`src/rtl/e1_frame_aligner.sv`:
```
module e1_frame_aligner #(
  parameter int FRAME_BITS = 256,
  parameter int FEC_W = 16
) (
  input  logic clk,
  input  logic rst_n,
  input  logic bit_en,
  input  logic rx_bit,
  input  logic thr_four,
  input  logic sw_chk_off,
  input  logic ais_dis,
  input  logic force_resync,
  input  logic fec_clr,
  output logic lof,
  output logic lof_irq,
  output logic ais_on,
  output logic frame_start,
  output logic [$clog2(FRAME_BITS)-1:0] bit_pos,
  output logic [FEC_W-1:0] fec,
  output logic rai
);
  localparam int PW = $clog2(FRAME_BITS);
  localparam logic [6:0] ALIGN = 7'b0011011;

  typedef enum logic [2:0] {HUNT, GOT_FAS, GOT_SW, SKIP, SYNC} st_t;
  st_t st, st_n;

  logic [5:0] sr;
  logic [PW-1:0] pos;
  logic expect_fas;
  logic [2:0] fas_run, sw_run;

  wire [6:0] win = {sr, rx_bit};
  wire word_ok = (win == ALIGN);
  wire sw_bit = win[6];
  wire ra_bit = win[5];
  wire chk = bit_en && (pos == PW'(7));
  wire insync = (st == SYNC);
  wire [2:0] lim = thr_four ? 3'd4 : 3'd3;
  wire fas_bad = chk && insync && expect_fas && !word_ok;
  wire sw_bad = chk && insync && !expect_fas && !sw_bit && !sw_chk_off;
  wire drop = (fas_bad && (fas_run + 3'd1 == lim)) || (sw_bad && (sw_run + 3'd1 == lim));
  wire found = bit_en && (st == HUNT) && word_ok && !force_resync;

  assign lof = !insync;
  assign ais_on = lof && !ais_dis;
  assign frame_start = bit_en && (pos == '0) && insync;
  assign bit_pos = pos;

  always_comb begin
    st_n = st;
    if (force_resync) st_n = HUNT;
    else if (found) st_n = GOT_FAS;
    else if (chk) begin
      case (st)
        GOT_FAS: st_n = sw_bit ? GOT_SW : SKIP;
        SKIP:    st_n = HUNT;
        GOT_SW:  st_n = word_ok ? SYNC : HUNT;
        SYNC:    if (drop) st_n = HUNT;
        default: st_n = st;
      endcase
    end
  end

  always_ff @(posedge clk) begin
    if (!rst_n) begin
      st <= HUNT;
      sr <= '0;
      pos <= '0;
      expect_fas <= 1'b0;
      fas_run <= '0;
      sw_run <= '0;
      fec <= '0;
      rai <= 1'b0;
      lof_irq <= 1'b0;
    end else begin
      st <= st_n;
      lof_irq <= insync && (st_n != SYNC);
      if (bit_en) begin
        sr <= win[5:0];
        if (found) pos <= PW'(8 % FRAME_BITS);
        else if (pos == PW'(FRAME_BITS - 1)) pos <= '0;
        else pos <= pos + 1'b1;
      end
      if (chk && st == GOT_SW) expect_fas <= 1'b0;
      else if (chk && insync) expect_fas <= !expect_fas;
      if (st_n != SYNC) begin
        fas_run <= '0;
        sw_run <= '0;
      end else if (chk && insync) begin
        if (expect_fas) fas_run <= word_ok ? 3'd0 : fas_run + 3'd1;
        else sw_run <= (sw_bit || sw_chk_off) ? 3'd0 : sw_run + 3'd1;
      end
      if (fec_clr) fec <= '0;
      else if (fas_bad && fec != '1) fec <= fec + 1'b1;
      if (chk && insync && !expect_fas && !force_resync) rai <= ra_bit;
    end
  end


  irq_loss_chk: assert property (@(posedge clk) disable iff (!rst_n)
    lof_irq |-> (lof && !$past(lof)));

  irq_single_chk: assert property (@(posedge clk) disable iff (!rst_n)
    lof_irq |=> !lof_irq);

  fec_hold_chk: assert property (@(posedge clk) disable iff (!rst_n)
    ($past(lof) && !$past(fec_clr)) |-> $stable(fec));

  fec_sat_chk: assert property (@(posedge clk) disable iff (!rst_n)
    ((&$past(fec)) && !$past(fec_clr)) |-> (&fec));

  rai_hold_chk: assert property (@(posedge clk) disable iff (!rst_n)
    $past(lof) |-> $stable(rai));

  force_chk: assert property (@(posedge clk) disable iff (!rst_n)
    force_resync |=> lof);
endmodule

```
`config.mk`:
```
export PLATFORM = sky130hd
export DESIGN_NAME = e1_frame_aligner
export DESIGN_NICKNAME = d
export VERILOG_FILES = /design/src/rtl/e1_frame_aligner.sv
export SDC_FILE = /design/constraint.sdc
export NUM_CORES = 1
export LEC_CHECK = 0
export BUFFER_PORTS_ARGS = -buffer_cell sky130_fd_sc_hd__buf_2
export CORE_MARGIN = 5
export CORE_UTILIZATION = 56
export DETAILED_ROUTE_END_ITERATION = 16
export PLACE_DENSITY = 0.82
export SYNTH_ARGS = -nofsm -noshare
export SYNTH_HDL_FRONTEND = slang
export SYNTH_SLANG_ARGS = --single-unit
```
`constraint.sdc`:
```
create_clock -name clk -period 2.9 [get_ports clk]
set_input_delay 0.58 -clock clk [delete_from_list [all_inputs] [get_ports clk]]
set_output_delay 0.58 -clock clk [all_outputs]
set_load 0.02 [all_outputs]
```
==> flow_summary.json, run 1 <==
{
  "r2r-start": "bit_pos[3]",
  "setup.worst_path.start_class": "register",
  "ys_async_sr_fraction_pct": 0,
  "cts_tree": "yes",
  "wl_met2_um": 2800,
  "holdPathStages": 2,
  "clock_skew_ps": 10.6,
  "status": "finished, final reports clean",
  "postSynthAreaPerCell_um2": 8.57,
  "yosys_warnings": 0,
  "synth-edff-count": 0,
  "final_cells": 366,
  "routabilityCongestion": 0.838,
  "cts.sinks": 42,
  "core_um2": 4060,
  "path_cells": "or4_4 -> or3_1 -> or4_4 -> a21oi_4 -> and3b_1",
  "die_w_um": 75.2,
  "drtAntennaViolNets": 0,
  "synth_cell_types": 49,
  "max_freq_ghz": 0.388,
  "diodes": 0,
  "min_period_ps": 2580,
  "synth_top_area_share_pct": 35.3,
  "first_pass_iters": 4,
  "cts_root_buf": "clkbuf_8",
  "fillers": 368,
  "p_leak_nw": 1.00,
  "num_rows": 23,
  "cp_max_fo": 10,
  "r2r-end": "sw_run[0]",
  "drtIter0Drc": 143,
  "setup_viol": 0,
  "crit_required_ps": 3100,
  "relSlewSlack_pct": 61.3,
  "routedWlPerCell_um": 15.5,
  "crit_slowest_cell": "or4_4",
  "overflow": 0,
  "hp-class": "register to register",
  "postCtsHoldBufs": 0,
  "worstSetupPathType": "register to register",
  "grt_pass1_wl_um": 9300,
  "power.density_nw_per_um2": 382,
  "cts_buffers": 5,
  "wl_met3_um": 305,
  "start_util_pct": 58.7,
  "p_total_mw": 1.03,
  "die_height_um": 75.2,
  "setup-tns-final_ps": 0,
  "ir_worst_vdd_mv": 0.344,
  "grt_start_max_net_pins": 17,
  "finalHoldViolCount": 0,
  "ios": 38,
  "drive_gt1_share_pct": 20.6,
  "clkLatencyLatePin_ps": 300,
  "rsz0062_at_grt": "false",
  "vias": 2226,
  "ff2ff_setup_slack_ps": 320,
  "drv_slew": 0,
  "whs_endpoint": "fec[15]",
  "post-cts-setup-buffers": 0,
  "htree_levels": 2,
  "synth_nets": 292,
  "yosysMostFrequentCell": "dfxtp_1",
  "drc": 0,
  "synth_ff_type": "dfxtp_1",
  "routed_via_density": 6.08,
  "ctsResizeCount": 0,
  "topRoutingLayerUsed": "met4",
  "path_clk_slew_ps": 80,
  "endpoint_kind": "register",
  "wirelength_um": 5670,
  "netlist_instances": 278,
  "seqCellArea_um2": 841,
  "dieArea_um2": 5660,
  "crit_top_cell": "or4_4",
  "ys_top_cells_by_area": "dfxtp_1 (35%), mux2i_1 (4.6%), o21ai_0 (3.6%)",
  "hold_path.startpoint": "fec[15]",
  "ys_top_cells_by_count": "dfxtp_1 (42), nor2_1 (21), nand2_1 (18)",
  "portBuffers": 37,
  "synth_area_leader_cell": "dfxtp_1",
  "drv_cap": 0,
  "worst_slew_pin_slew_ps": 576,
  "clockBufferDepth": 2,
  "slowest_delay_ps": 580,
  "fin_nets": 329,
  "syn_to_final_growth_pct": 13.1,
  "hpwl_um": 4180,
  "synth_seq_cells": 42,
  "antenna_found_initial": 0,
  "synth_area_um2": 2380,
  "grt_pass1_vias": 2010,
  "post-route-util_pct": 66.4,
  "dp_cells": 358,
  "grtUsageTotal_pct": 20.8,
  "synth-seq-area-share_pct": 35.3,
  "multi_input_area_um2": 1450,
  "finalCritPeriodShare_pct": 88.8,
  "ff2ff_path_depth": 5,
  "arrival_ps": 2770,
  "wl_met1_um": 2510
}
==> cell type report <==
| class | count | share of cell area (%) |
|---|---|---|
| Clock inverter | 2 | 0.511 |
| Inverter | 8 | 1.11 |
| Tap cell | 50 | 2.32 |
| Clock buffer | 6 | 2.69 |
| Timing Repair Buffer | 42 | 8.27 |
| Multi-Input combinational cell | 216 | 53.9 |
| Sequential cell | 42 | 31.2 |
==> state kept, by name, summed over array words and instances, names as in the netlist <==
register and flops:
rai 1, expect_fas 1, sr 6, fas_run 3, st 3, sw_run 3
bit_pos 8, lof_irq 1, fec 16
==> where the power goes <==
group          internal, mW  switching, mW
clock network         0.170          0.207
logic                0.0260         0.0364
registers             0.582        0.00922
total                 0.778          0.252
==> how the worst max path moves through the flow <==
stage / from / to / slack [ps] / cells past startpoint
finish: bit_pos[3] / sw_run[0] / 320 / 5
global route: bit_pos[0] / fec[10] / 210 / 6
CTS: bit_pos[3] / sw_run[0] / 310 / 5
detailed placement: bit_pos[3] / sw_run[0] / 330 / 5
global placement: bit_en / fec[15] / 340 / 6
floorplan: bit_pos[3] / sw_run[0] / 320 / 7
==> cell usage in the layout, fill, tap and decap left out, drive strengths merged, types with 6 or more instances in the layout <==
| cell | synthesis | final |
|---|---|---|
| dfxtp | 42 | 42 |
| buf | 2 | 42 |
| nor2 | 21 | 21 |
| nand2 | 18 | 18 |
| o21ai | 17 | 17 |
| a21oi | 16 | 16 |
| mux2i | 11 | 11 |
| nand3 | 10 | 10 |
| nor3 | 9 | 9 |
| nor2b | 9 | 9 |
| inv | 8 | 8 |
| nand4 | 8 | 8 |
| or3 | 8 | 8 |
| xnor2 | 8 | 8 |
| nor3b | 6 | 6 |
| clkbuf | 10 | 6 |
| or4 | 6 | 6 |
==> layer usage <==
layer | global-route usage (%) | vias to the layer above
li1 | - | 1096
met1 | 27.6 | 1066
met2 | 35.1 | 58
met3 | 4.54 | 6
met4 | 4.08 | 0
met5 | 0 | -
==> metrics by stage <==
| stage | area [um2] | worst slack, ps | hold slack (ps) |
|---|---|---|---|
| after detailed placement | 2610 | 331 | 494 |
| after CTS | 2690 | 314 | 506 |
| after global placement | 2610 | 345 | 484 |
| final | 2690 | 324 | 501 |
| after global routing | 2690 | 212 | 544 |
| after floorplan | 2380 | 319 | 477 |
==> critical path, delay by kind of cell (launching register included) <==
| kind | cells | cell delay, ps |
|---|---|---|
| flip-flops | 1 | 400 |
| AO/OA/AOI/OAI | 1 | 220 |
| AND/OR/NAND/NOR | 4 | 1850 |
==> cells by family after synthesis <==
kind of cell	Yosys count	synth area share (%)
and+or+nand+nor	137	34.7
AOI/OAI and AO/OA	51	14.5
DFF	42	35.3
buffers and inverters	20	3.78
xor gates and xnor gates	12	4.41
muxes	11	4.62
adders and majority gates	5	2.63
No activity file was read; power rests on OpenSTA's default activity.
==> run 2: changes to the inputs <==
--- a/config.mk
+++ b/config.mk
@@ -10,6 +10,7 @@
 export CORE_UTILIZATION = 56
 export DETAILED_ROUTE_END_ITERATION = 16
 export PLACE_DENSITY = 0.82
+export RECOVER_POWER = 50
 export SYNTH_ARGS = -nofsm -noshare
 export SYNTH_HDL_FRONTEND = slang
 export SYNTH_SLANG_ARGS = --single-unit
==> flow_summary.json, run 2 (synthesized netlist as in run 1, its figures left out) <==
{
  "setup_viol": 0,
  "post-cts-setup-buffers": 0,
  "overflow": 0,
  "clkLatencyLatePin_ps": 300,
  "wl_met3_um": 232,
  "grt_pass1_vias": 2010,
  "routedWlPerCell_um": 15.4,
  "ff2ff_setup_slack_ps": 320,
  "drive_gt1_share_pct": 11.7,
  "status": "finished, final reports clean",
  "min_period_ps": 2580,
  "drtAntennaViolNets": 0,
  "finalCritPeriodShare_pct": 88.8,
  "cts.sinks": 42,
  "cts_tree": "yes",
  "drtIter0Drc": 139,
  "worst_slew_pin_slew_ps": 566,
  "ir_worst_vdd_mv": 0.344,
  "routed_via_density": 6.06,
  "clockBufferDepth": 2,
  "grt_pass1_wl_um": 9300,
  "power.density_nw_per_um2": 388,
  "hpwl_um": 4180,
  "ff2ff_path_depth": 5,
  "drv_slew": 0,
  "crit_required_ps": 3100,
  "wl_met1_um": 2630,
  "cts_buffers": 5,
  "setup.worst_path.start_class": "register",
  "num_rows": 23,
  "fillers": 383,
  "hp-class": "register to register",
  "layout.cells.most_common_list": "dfxtp_1 (42), clkbuf_1 (29), nor2_1 (21), nand2_1 (18), o21ai_0 (17)",
  "die_w_um": 75.2,
  "clock_skew_ps": 11.0,
  "relSlewSlack_pct": 62.2,
  "p_total_mw": 1.03,
  "start_util_pct": 58.7,
  "cts_root_buf": "clkbuf_8",
  "largest_register_ffs": 16,
  "dieArea_um2": 5660,
  "hold_path.startpoint": "fec[15]",
  "holdPathStages": 2,
  "p_leak_nw": 0.880,
  "whs_endpoint": "fec[15]",
  "fin_nets": 329,
  "grt_start_max_net_pins": 17,
  "setup-tns-final_ps": 0,
  "antenna_found_initial": 0,
  "wl_met2_um": 2740,
  "first_pass_iters": 4,
  "htree_levels": 2,
  "core_um2": 4060,
  "final_common_cell": "dfxtp_1",
  "rsz0062_at_grt": "false",
  "drc": 0,
  "worstSetupPathType": "register to register",
  "max_freq_ghz": 0.388,
  "top_register": "fec",
  "drv_cap": 0,
  "endpoint_kind": "register",
  "post-route-util_pct": 65.5,
  "topRoutingLayerUsed": "met4",
  "r2r-start": "bit_pos[3]",
  "wirelength_um": 5650,
  "diodes": 0,
  "ctsResizeCount": 0,
  "die_height_um": 75.2,
  "routabilityCongestion": 0.838,
  "vias": 2218,
  "ios": 38,
  "syn_to_final_growth_pct": 11.5,
  "portBuffers": 37,
  "path_clk_slew_ps": 80,
  "finalHoldViolCount": 0,
  "grtUsageTotal_pct": 20.8,
  "postCtsHoldBufs": 0,
  "cp_max_fo": 10,
  "arrival_ps": 2770,
  "r2r-end": "sw_run[0]"
}
[run 2: changes by cell type in the layout (fill, tap and decap cells not counted), sizes merged]
cell | previous run | this run
buf | 42 | 14
clkbuf | 6 | 34
[run 2: area by class of cell]
cell class / instances / area (um2) / area share (%)
Sequential cell: 42 / 841 / 31.7
Clock inverter: 2 / 13.8 / 0.518
Timing Repair Buffer: 42 / 185 / 6.97
Tap cell: 50 / 62.6 / 2.36
Inverter: 8 / 30.0 / 1.13
Multi-Input combinational cell: 216 / 1450 / 54.6
Clock buffer: 6 / 72.6 / 2.73
[run 2: critical path: stages (launching register included)]
cell	delay, ps
dfxtp_1	400
or4_4	580
or3_1	500
or4_4	580
a21oi_4	220
and3b_1	200
[run 2: per-layer routing]
metal	track usage, %	up-vias
li1	-	1099
met1	27.6	1057
met2	35.1	58
met3	4.54	4
met4	4.08	0
met5	0	-
[run 2: how the worst max path moves through the flow]
stage	startpoint	endpoint	cells past startpoint
3_3_place_gp	bit_en	fec[15]	6
6_report	bit_pos[3]	sw_run[0]	5
5_1_grt	bit_pos[0]	fec[10]	6
2_1_floorplan	bit_pos[3]	sw_run[0]	7
4_1_cts	bit_pos[3]	sw_run[0]	5
3_5_place_dp	bit_pos[3]	sw_run[0]	5
[run 2: where the power goes]
group          switching (mW)  internal, mW
clock                   0.209         0.170
combinational          0.0362        0.0244
sequential            0.00934         0.582
total                   0.254         0.777
[run 2: through the flow]
stage / instance area, um2 / hold WS [ps] / worst slack [ps] / cells
after floorplan: 2380 / 477 / 319 / 278
after global placement: 2610 / 484 / 345 / 358
after detailed placement: 2610 / 494 / 331 / 358
after CTS: 2690 / 506 / 314 / 366
after global routing: 2660 / 546 / 207 / 366
final: 2660 / 502 / 324 / 366
==> run 3: changes to the inputs <==
--- a/config.mk
+++ b/config.mk
@@ -11,6 +11,7 @@
 export DETAILED_ROUTE_END_ITERATION = 16
 export PLACE_DENSITY = 0.82
 export RECOVER_POWER = 50
+export REMOVE_ABC_BUFFERS = 1
 export SYNTH_ARGS = -nofsm -noshare
 export SYNTH_HDL_FRONTEND = slang
 export SYNTH_SLANG_ARGS = --single-unit
==> flow_summary.json, run 3 (synthesized netlist as in run 1, its figures left out) <==
{
  "cts_buffers": 5,
  "routed_via_density": 5.97,
  "power.density_nw_per_um2": 419,
  "vias": 2180,
  "clock_skew_ps": 7.12,
  "htree_levels": 2,
  "worstSetupPathType": "register to register",
  "drtIter0Drc": 127,
  "p_int_uw": 882,
  "endpoint_kind": "register",
  "layout.cells.most_common_list": "dfxtp_1 (42), clkbuf_1 (28), nor2_1 (21), nand2_1 (18), o21ai_0 (17)",
  "topRoutingLayerUsed": "met4",
  "path_cells": "ha_1 -> nor4bb_1 -> nand3_1 -> or4b_2 -> or4_1 -> o21ai_0",
  "routedWlPerCell_um": 15.2,
  "wl_met2_um": 2740,
  "start_util_pct": 58.7,
  "final_common_cell": "dfxtp_1",
  "drv_slew": 0,
  "first_pass_iters": 4,
  "overflow": 0,
  "critPathTopFamily": "simple AND/OR/NAND/NOR gates",
  "die_w_um": 75.2,
  "top_register": "fec",
  "ios": 38,
  "p_sw_share_pct": 21.5,
  "seqCellArea_um2": 841,
  "p_leak_nw": 0.890,
  "num_rows": 23,
  "finalCritPeriodShare_pct": 88.2,
  "path_clk_slew_ps": 80,
  "hpwl_um": 4160,
  "dieArea_um2": 5660,
  "crit_required_ps": 3120,
  "die_height_um": 75.2,
  "hp-class": "register to register",
  "diodes": 0,
  "worst_slew_pin_slew_ps": 560,
  "setup.worst_path.start_class": "register",
  "ir_worst_vdd_mv": 0.310,
  "grt_start_max_net_pins": 17,
  "pwr-share-comb_pct": 5.4,
  "clkLatencyLatePin_ps": 290,
  "ctsResizeCount": 0,
  "portBuffers": 37,
  "syn_to_final_growth_pct": 12.6,
  "largest_register_ffs": 16,
  "cp_num_buf_inv": 0,
  "wl_met3_um": 246,
  "cp_max_fo": 7,
  "cts_tree": "yes",
  "wirelength_um": 5540,
  "fillers": 363,
  "crit_slowest_cell": "or4b_2",
  "arrival_ps": 2770,
  "min_period_ps": 2560,
  "p_total_mw": 1.12,
  "grtUsageTotal_pct": 21.2,
  "cts.sinks": 42,
  "grt_pass1_wl_um": 9390,
  "relSlewSlack_pct": 62.7,
  "routabilityCongestion": 0.844,
  "max_freq_ghz": 0.391,
  "setup_viol": 0,
  "p_clk_share_pct": 42.0,
  "clockBufferDepth": 2,
  "drive_gt1_share_pct": 11.7,
  "post-cts-setup-buffers": 0,
  "core_um2": 4060,
  "finalHoldViolCount": 0,
  "cts_root_buf": "clkbuf_8",
  "fin_nets": 329,
  "p_seq_share_pct": 52.6,
  "p_switching_uw": 241,
  "postCtsHoldBufs": 0,
  "slowest_delay_ps": 780,
  "drc": 0,
  "drtAntennaViolNets": 0,
  "rsz0062_at_grt": "false",
  "drv_cap": 0,
  "wl_met1_um": 2470,
  "antenna_found_initial": 0,
  "status": "finished, final reports clean",
  "multi_input_area_um2": 1450,
  "setup-tns-final_ps": 0,
  "grt_pass1_vias": 2033
}
-- run 3: cell types whose count changed in the layout (fill, tap and decap cells not counted), sizes merged --
cell    previous run  this run
bufinv             0         1
clkinv             2         0
-- run 3: worst paths after layout --
path         startpoint  endpoint  slack, ps  depth (start not counted)
min reg2reg         rai       rai        490                          2
min                 rai       rai        490                          2
max          bit_pos[0]    fec[8]        340                          6
max reg2reg  bit_pos[0]    fec[8]        340                          6
-- run 3: layer usage --
metal	vias up	GRT usage [%]
li1	1097	-
met3	8	4.67
met5	-	0
met1	1021	27.9
met4	0	7.18
met2	54	34.5
-- run 3: tightest hold or removal path: stages, from the launching register on --
cell and delay [ps]:
dfxtp_1 320, o21ai_0 60, a21boi_0 70
-- run 3: power by group through the flow --
stage                     registers, mW  logic (mW)  clock network [mW]
after floorplan                   0.606      0.0313                   0
after global placement            0.604      0.0592                   0
after detailed placement          0.604      0.0615                   0
after CTS                         0.591      0.0618               0.479
after global routing              0.592      0.0664               0.506
final                             0.591      0.0603               0.472
-- run 3: area by class of cell --
type                    instances  share of cell area [%]
multi-input cells             216                    54.1
flip-flops and latches         42                    31.3
repair buffers                 42                    6.90
clock buffers                   6                    3.08
well taps                      50                    2.33
clock inverters                 1                    1.12
inverters                       8                    1.12
-- run 3: metrics by stage --
step                      instances  utilization [%]  setup slack (ps)  hold slack, ps  area [um2]
after floorplan                 266                -               327             477        2320
after global placement          358             64.3               402             479        2610
after detailed placement        358             64.3               369             486        2610
after CTS                       365             67.0               357             497        2720
after global routing            365             66.1               172             532        2680
final                           365             66.1               341             494        2680
